==> src/rtl/vbus_ctl_pkg.sv <==
`timescale 1ns/1ps
package vbus_ctl_pkg;

  typedef enum logic [2:0] {
    MD_AUTO2A  = 3'd0,
    MD_PASS    = 3'd1,
    MD_FORCED  = 3'd2,
    MD_CDPEMU  = 3'd3,
    MD_AUTO1A  = 3'd4,
    MD_DIV1A   = 3'd5,
    MD_DIV2A   = 3'd6,
    MD_DIVTAB  = 3'd7
  } chg_mode_e;

  typedef enum logic [1:0] {
    OV_HOLD_OFF  = 2'd0,
    OV_QUIET_AUT = 2'd1,
    OV_HOLD_ON   = 2'd2,
    OV_FOLLOW    = 2'd3
  } ovr_e;

  localparam int DUR_W = 11;

  // Off-time in milliseconds for each duration code
  function automatic logic [DUR_W-1:0] dur_ms(input logic [2:0] code);
    logic [DUR_W-1:0] v;
    case (code)
      3'd0: v = 11'd125;
      3'd1: v = 11'd250;
      3'd2: v = 11'd350;
      3'd3: v = 11'd500;
      3'd4: v = 11'd750;
      3'd5: v = 11'd1000;
      3'd6: v = 11'd1500;
      default: v = 11'd2000;
    endcase
    return v;
  endfunction

endpackage

==> src/rtl/sel_filter.sv <==
`timescale 1ns/1ps
module sel_filter #(
  parameter int N_SEL      = 2,
  parameter int DEB_CYCLES = 12500
) (
  input  logic             clk,
  input  logic             rst_n,
  input  logic [N_SEL-1:0] raw,
  output logic [N_SEL-1:0] stable,
  output logic [N_SEL-1:0] chg
);
  localparam int CW = $clog2(DEB_CYCLES + 1);

  for (genvar g = 0; g < N_SEL; g++) begin : g_bit
    logic          s1_q, s2_q;
    logic          st_q, st_d;
    logic          chg_q, chg_d;
    logic [CW-1:0] cnt_q, cnt_d;
    logic          cnt_en;

    always_comb begin
      st_d   = st_q;
      cnt_d  = '0;
      if (s2_q != st_q) begin
        if (cnt_q == CW'(DEB_CYCLES - 1)) begin
          st_d  = s2_q;
        end else begin
          cnt_d = cnt_q + 1'b1;
        end
      end
      chg_d  = (st_d != st_q);
      cnt_en = (cnt_d != cnt_q);
    end

    always_ff @(posedge clk or negedge rst_n) begin
      if (!rst_n) begin
        s1_q  <= 1'b0;
        s2_q  <= 1'b0;
        st_q  <= 1'b0;
        chg_q <= 1'b0;
        cnt_q <= '0;
      end else begin
        s1_q  <= raw[g];
        s2_q  <= s1_q;
        st_q  <= st_d;
        chg_q <= chg_d;
        if (cnt_en) cnt_q <= cnt_d;
      end
    end

    assign stable[g] = st_q;
    assign chg[g]    = chg_q;
  end
endmodule

==> src/rtl/mode_select.sv <==
`timescale 1ns/1ps
module mode_select
  import vbus_ctl_pkg::*;
#(
  parameter int N_MODES = 8
) (
  input  logic [1:0]         pins,
  input  logic               use_reg,
  input  logic [2:0]         reg_mode,
  output chg_mode_e          mode,
  output logic [N_MODES-1:0] onehot
);
  always_comb begin
    if (use_reg) mode = chg_mode_e'(reg_mode);
    else         mode = chg_mode_e'({1'b0, pins});
    onehot = '0;
    onehot[mode] = 1'b1;
  end
endmodule

==> src/rtl/vbus_toggle_timer.sv <==
`timescale 1ns/1ps
module vbus_toggle_timer
  import vbus_ctl_pkg::*;
(
  input  logic       clk,
  input  logic       rst_n,
  input  logic       edge_in,
  input  logic       edge_ok,
  input  ovr_e       ovr,
  input  logic       ms_tick,
  input  logic [2:0] dur_code,
  output logic       busy,
  output logic       start_stb,
  output logic       stop_stb
);
  logic             busy_q, busy_d;
  logic [DUR_W-1:0] cnt_q, cnt_d;
  logic             start_d, stop_d;
  logic             cycling, cnt_en;
  logic [DUR_W-1:0] cnt_inc;

  always_comb begin
    cycling = (ovr == OV_FOLLOW) || (ovr == OV_QUIET_AUT);
    cnt_inc = cnt_q + 1'b1;
    busy_d  = busy_q;
    cnt_d   = cnt_q;
    start_d = 1'b0;
    stop_d  = 1'b0;
    if (!cycling) begin
      busy_d = 1'b0;
      cnt_d  = '0;
    end else if (edge_in && edge_ok) begin
      busy_d  = 1'b1;
      cnt_d   = '0;
      start_d = !busy_q;
    end else if (busy_q && ms_tick) begin
      if (cnt_inc >= dur_ms(dur_code)) begin
        busy_d = 1'b0;
        cnt_d  = '0;
        stop_d = 1'b1;
      end else begin
        cnt_d  = cnt_inc;
      end
    end
    cnt_en = (cnt_d != cnt_q);
  end

  always_ff @(posedge clk or negedge rst_n) begin
    if (!rst_n) begin
      busy_q    <= 1'b0;
      cnt_q     <= '0;
      start_stb <= 1'b0;
      stop_stb  <= 1'b0;
    end else begin
      busy_q    <= busy_d;
      start_stb <= start_d;
      stop_stb  <= stop_d;
      if (cnt_en) cnt_q <= cnt_d;
    end
  end

  assign busy = busy_q;
endmodule

==> src/rtl/vbus_mode_ctl.sv <==
`timescale 1ns/1ps
module vbus_mode_ctl
  import vbus_ctl_pkg::*;
#(
  parameter int DEB_CYCLES = 12500,
  parameter int N_MODES    = 8
) (
  input  logic               clk,
  input  logic               rst_n,
  input  logic [1:0]         sel_pin,
  input  logic               use_reg,
  input  logic [2:0]         reg_mode,
  input  logic [2:0]         dur_code,
  input  logic [1:0]         ovr_ctl,
  input  logic               pol_high,
  input  logic               ms_tick,
  output logic [N_MODES-1:0] mode_onehot,
  output logic               vbus_en,
  output logic               tog_start,
  output logic               tog_stop,
  output logic               tog_idle
);
  logic [1:0] pins_st, pins_chg;
  chg_mode_e  mode;
  ovr_e       ovr;
  logic       busy, edge_ok, en_on;

  assign ovr = ovr_e'(ovr_ctl);

  sel_filter #(.N_SEL(2), .DEB_CYCLES(DEB_CYCLES)) u_filt (
    .clk(clk), .rst_n(rst_n), .raw(sel_pin),
    .stable(pins_st), .chg(pins_chg)
  );

  mode_select #(.N_MODES(N_MODES)) u_mode (
    .pins(pins_st), .use_reg(use_reg), .reg_mode(reg_mode),
    .mode(mode), .onehot(mode_onehot)
  );

  // Quiet override skips power cycles on edges into auto-detect or CDP modes
  always_comb begin
    edge_ok = 1'b1;
    if (ovr == OV_QUIET_AUT)
      edge_ok = !((mode == MD_AUTO2A) || (mode == MD_AUTO1A) || (mode == MD_CDPEMU));
  end

  vbus_toggle_timer u_tmr (
    .clk(clk), .rst_n(rst_n), .edge_in(|pins_chg), .edge_ok(edge_ok),
    .ovr(ovr), .ms_tick(ms_tick), .dur_code(dur_code),
    .busy(busy), .start_stb(tog_start), .stop_stb(tog_stop)
  );

  always_comb begin
    case (ovr)
      OV_HOLD_OFF: en_on = 1'b0;
      OV_HOLD_ON:  en_on = 1'b1;
      default:     en_on = !busy;
    endcase
    vbus_en  = pol_high ? en_on : !en_on;
    tog_idle = !busy;
  end
endmodule

==> config.mk <==
export PLATFORM = sky130hd
export DESIGN_NAME = vbus_mode_ctl
export DESIGN_NICKNAME = d
export VERILOG_FILES = /design/src/rtl/vbus_ctl_pkg.sv /design/src/rtl/sel_filter.sv /design/src/rtl/mode_select.sv /design/src/rtl/vbus_toggle_timer.sv /design/src/rtl/vbus_mode_ctl.sv
export SDC_FILE = /design/constraint.sdc
export NUM_CORES = 1
export LEC_CHECK = 0
export BUFFER_PORTS_ARGS = -buffer_cell sky130_fd_sc_hd__buf_2
export CAP_MARGIN = 25
export CORE_UTILIZATION = 43
export CTS_CLUSTER_SIZE = 24
export DETAILED_ROUTE_END_ITERATION = 8
export HOLD_SLACK_MARGIN = 0.12
export PLACE_DENSITY_LB_ADDON = 0.12
export SLEW_MARGIN = 20
export SYNTH_ARGS = -nofsm -noshare
export SYNTH_HDL_FRONTEND = slang
export SYNTH_HIERARCHICAL = 1
export SYNTH_SLANG_ARGS = --single-unit
==> constraint.sdc <==
create_clock -name clk -period 3.5 [get_ports clk]
set_clock_uncertainty 0.1 [all_clocks]
set_input_delay 0 -clock clk [delete_from_list [all_inputs] [get_ports clk]]
set_output_delay 0 -clock clk [all_outputs]
set_load 0.005 [all_outputs]
==> flow_metrics.py, run 1 <==
metrics = {
    "grt": {
        "track_usage_pct": 17.04,
        "grt_pass1_vias": 2148,
        "grt_max_degree": 29,
        "overflow": 0,
        "grt_pass1_wl_mm": 9.846,
        "antenna_found_initial": 0,
    },
    "synth": {
        "synth_seq_area_share_pct": 42.03,
        "ys_warn_count": 6,
        "yosys-top-cells-area": "dfrtp_1 (42%), xnor2_1 (6.5%), ha_1 (5.5%)",
        "syn_area_per_cell_um2": 9.450,
        "netlist.area_leader.share_pct": 42.03,
        "syn_area_mm2": 0.002977,
        "ys.flop_type": "dfrtp_1",
        "ys_ff_latch": 50,
        "synth-async-reset-ratio_pct": 100.0,
        "syn_inst": 315,
        "yosysTopAreaCell": "dfrtp_1",
        "yosysMostFrequentCell": "dfrtp_1",
        "ys_types": 53,
        "synth_edf_count": 0,
        "synth_nets": 343,
        "synth_common_cells": "dfrtp_1 (50), nor2_1 (35), nand2_1 (24)",
    },
    "place": {
        "globalplace.congestion": 0.7585,
        "dpl.cell_count": 409,
        "portBuffers": 26,
        "hpwl_mm": 4.101,
    },
    "finish": {
        "fin_cells": 426,
        "fill_cells": 604,
        "num-nets-final": 376,
        "drive_above_1_share_pct": 15.47,
        "antenna_cells": 0,
        "syn2layout_area_growth_pct": 12.44,
    },
    "timing": {
        "period_minus_slack_ns": 3.212,
        "period_share_pct": 91.77,
        "final_hold_viol_count": 0,
        "tns_ns": 0,
        "slew_violations": 0,
        "rsz0062_at_grt": "no",
        "setup_violations": 0,
        "max_freq_ghz": 0.3114,
        "relSlewSlack_pct": 66.90,
        "max_slew.worst_pin.slew_ns": 0.4938,
    },
    "critical_path": {
        "cp.required_ns": 3.60,
        "slowest_stage": "dfrtp_1",
        "start_kind": "flip-flop",
        "critPathCaptureType": "flip-flop",
        "max_stage_delay_ns": 0.41,
        "path_delay_family": "simple AND/OR/NAND/NOR gates",
        "crit_arrival_ns": 3.31,
        "critPathMaxFanout": 11,
        "critPathLaunch": "u_tmr/cnt_q[0]$_DFFE_PN0P_",
        "reg2reg_to": "u_tmr/cnt_q[4]$_DFFE_PN0P_",
        "cp-endpoint": "u_tmr/cnt_q[4]$_DFFE_PN0P_",
        "worstSetupPathType": "flip-flop to flip-flop",
        "critPathBufInv": 1,
        "crit_chain": "ha_1 > and3_1 > and3_2 > nand3_1 > xnor2_1 > ha_1 > nand3_1 > a211oi_1 > and3b_1 > o21ai_2 > buf_4 > o31ai_1 > a22o_1",
        "worst_r2r_path_depth": 13,
        "regToRegSetupSlack_ns": 0.29,
        "cp.depth": 13,
        "r2r-start": "u_tmr/cnt_q[0]$_DFFE_PN0P_",
    },
    "clock_tree": {
        "clock_path_buffers": 2,
        "cts.clk_slew.worst_paths_ns": 0.09,
        "cts_tree": "built",
        "post_cts_buffers": 0,
        "clockRootBuffer": "clkbuf_8",
        "clock_latency_ns": 0.30,
        "cts_buffers": 5,
        "h-tree-depth": 2,
        "clock_sinks": 50,
    },
    "floorplanning": {
        "dieArea_mm2": 0.007259,
        "dieWidth_um": 85.20,
        "fp.coreArea_mm2": 0.006531,
        "start_util_pct": 45.57,
        "die_h_um": 85.20,
        "io_pins": 27,
        "row_count": 29,
    },
    "route": {
        "postRouteAntennaNets": 0,
        "routed_wl_mm": 5.547,
        "vias_per_cell": 5.312,
        "route.detailed.drc": 0,
        "wl_per_cell_um": 13.02,
        "vias": 2263,
        "drt_first_pass_iters": 4,
        "drtIter0Drc": 90,
    },
    "outcome": {
        "run_status": "complete, no violations",
    },
    "power_and_ir_drop": {
        "p_per_area_mw_per_mm2": 323.2,
        "cellLeakagePower_uw": 0.001557,
        "ir_drop_v": 0.0002706,
        "power_uw": 1082,
    },
    "flow_run": {
        "cap_violations": 0,
    },
    "worst_hold_path": {
        "hold_path_class": "input pin to primary output",
        "hold_path.startpoint": "pol_high",
    },
}
==> metal layers <==
metal	vias up	wire, um	global-route usage [%]
li1	1166	-	-
met1	1063	2768	23.79
met2	30	2578	27.13
met4	0	40	4.314
met5	-	0	0
met3	4	160	3.502
==> cell usage in the layout, fill, tap and decap left out, types with 5 or more instances in the layout <==
| cell | synthesis | layout |
|---|---|---|
| dfrtp_1 | 50 | 50 |
| nor2_1 | 35 | 35 |
| buf_2 | 0 | 26 |
| nand2_1 | 24 | 24 |
| xnor2_1 | 22 | 22 |
| nand3_1 | 16 | 16 |
| inv_1 | 15 | 15 |
| ha_1 | 13 | 13 |
| xor2_1 | 12 | 12 |
| o21ai_0 | 11 | 11 |
| nor3_1 | 11 | 11 |
| dlygate4sd3_1 | 0 | 9 |
| nand4_1 | 8 | 8 |
| a21oi_1 | 8 | 8 |
| and3_1 | 7 | 7 |
| a22o_1 | 7 | 7 |
| nand2b_1 | 6 | 6 |
| clkbuf_8 | 0 | 5 |
| o31ai_1 | 5 | 5 |
==> worst reg2reg max path, delay by kind of cell, from the launching register on <==
| kind | cells | cell delay [ns] |
|---|---|---|
| and+or+nand+nor | 5 | 0.83 |
| AOI/OAI and AO/OA | 4 | 0.82 |
| adders and majority gates | 2 | 0.59 |
| DFF | 1 | 0.41 |
| buffers and inverters | 1 | 0.22 |
| xor gates and xnor gates | 1 | 0.15 |
==> through the flow <==
step | hold WS [ns] | setup WS [ns] | utilization (%) | instance area, um2
3_5_place_dp | -0.09142 | 0.3058 | 48.18 | 3147
3_3_place_gp | -0.09871 | 0.3500 | 48.18 | 3147
6_report | 0.1604 | 0.2882 | 51.25 | 3347
2_1_floorplan | -0.3956 | 0.6797 | - | 2977
5_1_grt | 0.1845 | 0.05681 | 51.25 | 3347
4_1_cts | 0.1655 | 0.2692 | 51.25 | 3347
==> worst min path at each step <==
stage,to,slack [ns],cells after the start
after floorplan,u_filt/g_bit[0].chg_q$_DFF_PN0_,-0.40,0
after global placement,u_tmr/start_stb$_DFF_PN0_,-0.1,1
after detailed placement,u_tmr/start_stb$_DFF_PN0_,-0.09,1
after CTS,vbus_en,0.17,3
after global routing,vbus_en,0.18,3
final,vbus_en,0.16,3
==> layout make-up <==
cell class,instances,area (um2),area share (%)
Clock buffer,6,72.57,2.168
Tap cell,77,96.34,2.879
Multi-Input combinational cell,238,1590,47.51
Inverter,15,56.30,1.682
Clock inverter,2,37.54,1.121
Sequential cell,50,1251,37.38
Timing Repair Buffer,38,242.7,7.252
==> timing repair <==
| action | CTS | global route |
|---|---|---|
| hold endpoints to repair | 55 | 0 |
| hold buffers | 9 | 0 |
| resized for setup | 0 | 0 |
==> state kept, by name (all words and copies together) (netlist names) <==
signal              cells
u_filt/g_bit.chg_q      2
u_tmr/cnt_q            11
u_filt/g_bit.cnt_q     28
u_filt/g_bit.s1_q       2
u_tmr/busy              1
u_tmr/start_stb         1
u_filt/g_bit.s2_q       2
u_filt/g_bit.st_q       2
u_tmr/stop_stb          1
==> logic make-up (layout without fill, tap and decap cells) <==
group                    Yosys count  after routing  share of synthesized area, %
AND/OR/NAND/NOR                  145            145                         26.57
flip-flops                        50             50                         42.03
AO/OA/AOI/OAI                     42             42                         9.626
XOR/XNOR                          35             35                         10.55
buffers and inverters             27             61                         4.539
adder cells (fa/ha/maj)           13             13                         5.465
multiplexers                       3              3                         1.219
==> where the power goes <==
group | switching (uW) | total, uW | internal [uW]
Sequential | 8.56 | 594 | 585
Clock | 187 | 401 | 213
Combinational | 51.3 | 87.5 | 36.2
No activity file was read; power rests on OpenSTA's default activity.
==> inputs of run 2 (changes only) <==
CORE_UTILIZATION = 59   (was 43)
==> run 2 against run 1 <==
Compared with the run above:
- global-route usage rose by 6.5 points
- maximum frequency barely moved
- wire length rose by 0.54%
- critical path depth did not move
- combinational power rose by 2.4%
==> flow_metrics.py, run 2 (synthesis results as in run 1) <==
metrics = {
    "outcome": {
        "run_status": "complete, no violations",
    },
    "critical_path": {
        "crit_arrival_ns": 3.32,
        "cp.required_ns": 3.61,
        "reg2reg_to": "u_tmr/cnt_q[10]$_DFFE_PN0P_",
        "start_kind": "flip-flop",
        "regToRegSetupSlack_ns": 0.29,
        "worst_r2r_path_depth": 13,
        "critPathLaunch": "u_tmr/cnt_q[0]$_DFFE_PN0P_",
        "critPathCaptureType": "flip-flop",
        "cp-endpoint": "u_tmr/cnt_q[10]$_DFFE_PN0P_",
        "critPathMaxFanout": 12,
        "worstSetupPathType": "flip-flop to flip-flop",
        "r2r-start": "u_tmr/cnt_q[0]$_DFFE_PN0P_",
    },
    "clock_tree": {
        "post_cts_buffers": 0,
        "clock_sinks": 50,
        "cts_tree": "built",
        "clock_latency_ns": 0.29,
        "clock_path_buffers": 2,
        "cts.clk_slew.worst_paths_ns": 0.08,
        "cts_buffers": 5,
        "h-tree-depth": 2,
        "clockRootBuffer": "clkbuf_8",
    },
    "finish": {
        "antenna_cells": 0,
        "drive_above_1_share_pct": 15.19,
        "fill_cells": 398,
        "syn2layout_area_growth_pct": 11.81,
        "top_register": "u_filt/g_bit.cnt_q",
        "layout_common_cells": "dfrtp_1 (50), nor2_1 (35), buf_2 (26)",
        "multi_input_area_mm2": 0.001598,
        "utilization_pct": 69.54,
        "largest_reg_flops": 28,
        "reg_top3": "u_filt/g_bit.cnt_q (28), u_tmr/cnt_q (11)",
        "final_common_cell": "dfrtp_1",
        "num-nets-final": 377,
        "seq_area_mm2": 0.001251,
        "final_cell_area_mm2": 0.003328,
    },
    "timing": {
        "tns_ns": 0,
        "final_hold_viol_count": 0,
        "relSlewSlack_pct": 47.61,
        "slew_violations": 0,
        "period_minus_slack_ns": 3.212,
        "max_freq_ghz": 0.3114,
        "period_share_pct": 91.76,
        "max_slew.worst_pin.slew_ns": 0.7832,
        "setup_violations": 0,
        "rsz0062_at_grt": "no",
    },
    "floorplanning": {
        "row_count": 25,
        "dieWidth_um": 73.03,
        "io_pins": 27,
        "fp.coreArea_mm2": 0.004786,
        "start_util_pct": 62.20,
        "die_h_um": 73.03,
        "dieArea_mm2": 0.005333,
    },
    "grt": {
        "grt_pass1_vias": 2154,
        "grt_pass1_wl_mm": 9.625,
        "grt_max_degree": 30,
        "antenna_found_initial": 0,
        "track_usage_pct": 23.55,
        "overflow": 0,
    },
    "power_and_ir_drop": {
        "cellLeakagePower_uw": 0.001554,
        "ir_drop_v": 0.0003155,
        "p_per_area_mw_per_mm2": 298.3,
    },
    "route": {
        "drt_first_pass_iters": 4,
        "routed_wl_mm": 5.577,
        "drtIter0Drc": 153,
        "route.detailed.drc": 0,
        "vias": 2295,
        "wl_per_cell_um": 13.41,
        "vias_per_cell": 5.517,
        "postRouteAntennaNets": 0,
    },
    "place": {
        "placedInstanceArea_mm2": 0.003154,
        "hpwl_mm": 4.018,
        "portBuffers": 26,
        "globalplace.congestion": 0.8241,
    },
    "worst_hold_path": {
        "hold_path.startpoint": "pol_high",
        "hold_path_class": "input pin to primary output",
    },
    "flow_run": {
        "cap_violations": 0,
    },
}
[run 2: changes by cell type in the layout (fill, tap and decap cells not counted), sizes merged]
cell / previous run / this run
clkbuf: 6 / 7
buf: 29 / 30
clkinvlp: 1 / 0
bufinv: 1 / 0
[run 2: metal layers]
metal	track usage, %	share of wire (%)	vias to the layer above
met2	38.27	47	43
met3	5.110	3.5	4
li1	-	-	1161
met5	0	0	-
met4	6.318	0.81	0
met1	31.95	49	1087
[run 2: worst max-delay path, stage by stage (launching register included)]
cell and delay [ns]:
dfrtp_1 0.42, ha_1 0.28, and3_1 0.20, and3_2 0.22, nand3_1 0.10, xnor2_1 0.21, ha_1 0.29, and3_1 0.20
nand4_1 0.08, and3b_1 0.21, o21ai_4 0.12, buf_4 0.17, or3b_1 0.37, a21oi_1 0.16
[run 2: worst min path at each step]
| stage | depth (start not counted) | end | slack [ns] |
|---|---|---|---|
| 2_1_floorplan | 0 | u_filt/g_bit[0].chg_q$_DFF_PN0_ | -0.40 |
| 3_3_place_gp | 1 | u_filt/g_bit[0].s1_q$_DFF_PN0_ | 0.008 |
| 3_5_place_dp | 1 | u_tmr/start_stb$_DFF_PN0_ | -0.09 |
| 4_1_cts | 3 | vbus_en | 0.16 |
| 5_1_grt | 3 | vbus_en | 0.18 |
| 6_report | 3 | vbus_en | 0.16 |
[run 2: what timing repair did]
action,CTS,global route
gates resized for setup,0,1
endpoints found under the setup margin,0,9
hold buffers,9,0
hold endpoints to repair,55,0
[run 2: report_power, final]
| group | switching, uW | leakage, uW | internal (uW) |
|---|---|---|---|
| Sequential | 8.63 | 0.000684 | 585 |
| Combinational | 51.8 | 0.000832 | 37.8 |
| Clock | 172 | 0.0000383 | 138 |
[run 2: final cells by class]
type                       instances  area share, %
timing repair buffer              39          7.895
inverter                          15          1.692
clock buffer                       7          2.293
multi-input combinational        238          48.01
sequential                        50          37.59
tap                               67          2.519
[run 2: metrics by stage]
| stage | total power (uW) | setup slack, ns | hold slack (ns) | instances |
|---|---|---|---|---|
| floorplan | 649.2 | 0.6797 | -0.3956 | 315 |
| global placement | 683.4 | 0.3479 | 0.007650 | 399 |
| detailed placement | 687.3 | 0.2411 | -0.09191 | 400 |
| CTS | 1005 | 0.2247 | 0.1589 | 416 |
| global route | 1044 | 0.005747 | 0.1819 | 416 |
| finish | 992.8 | 0.2883 | 0.1555 | 416 |
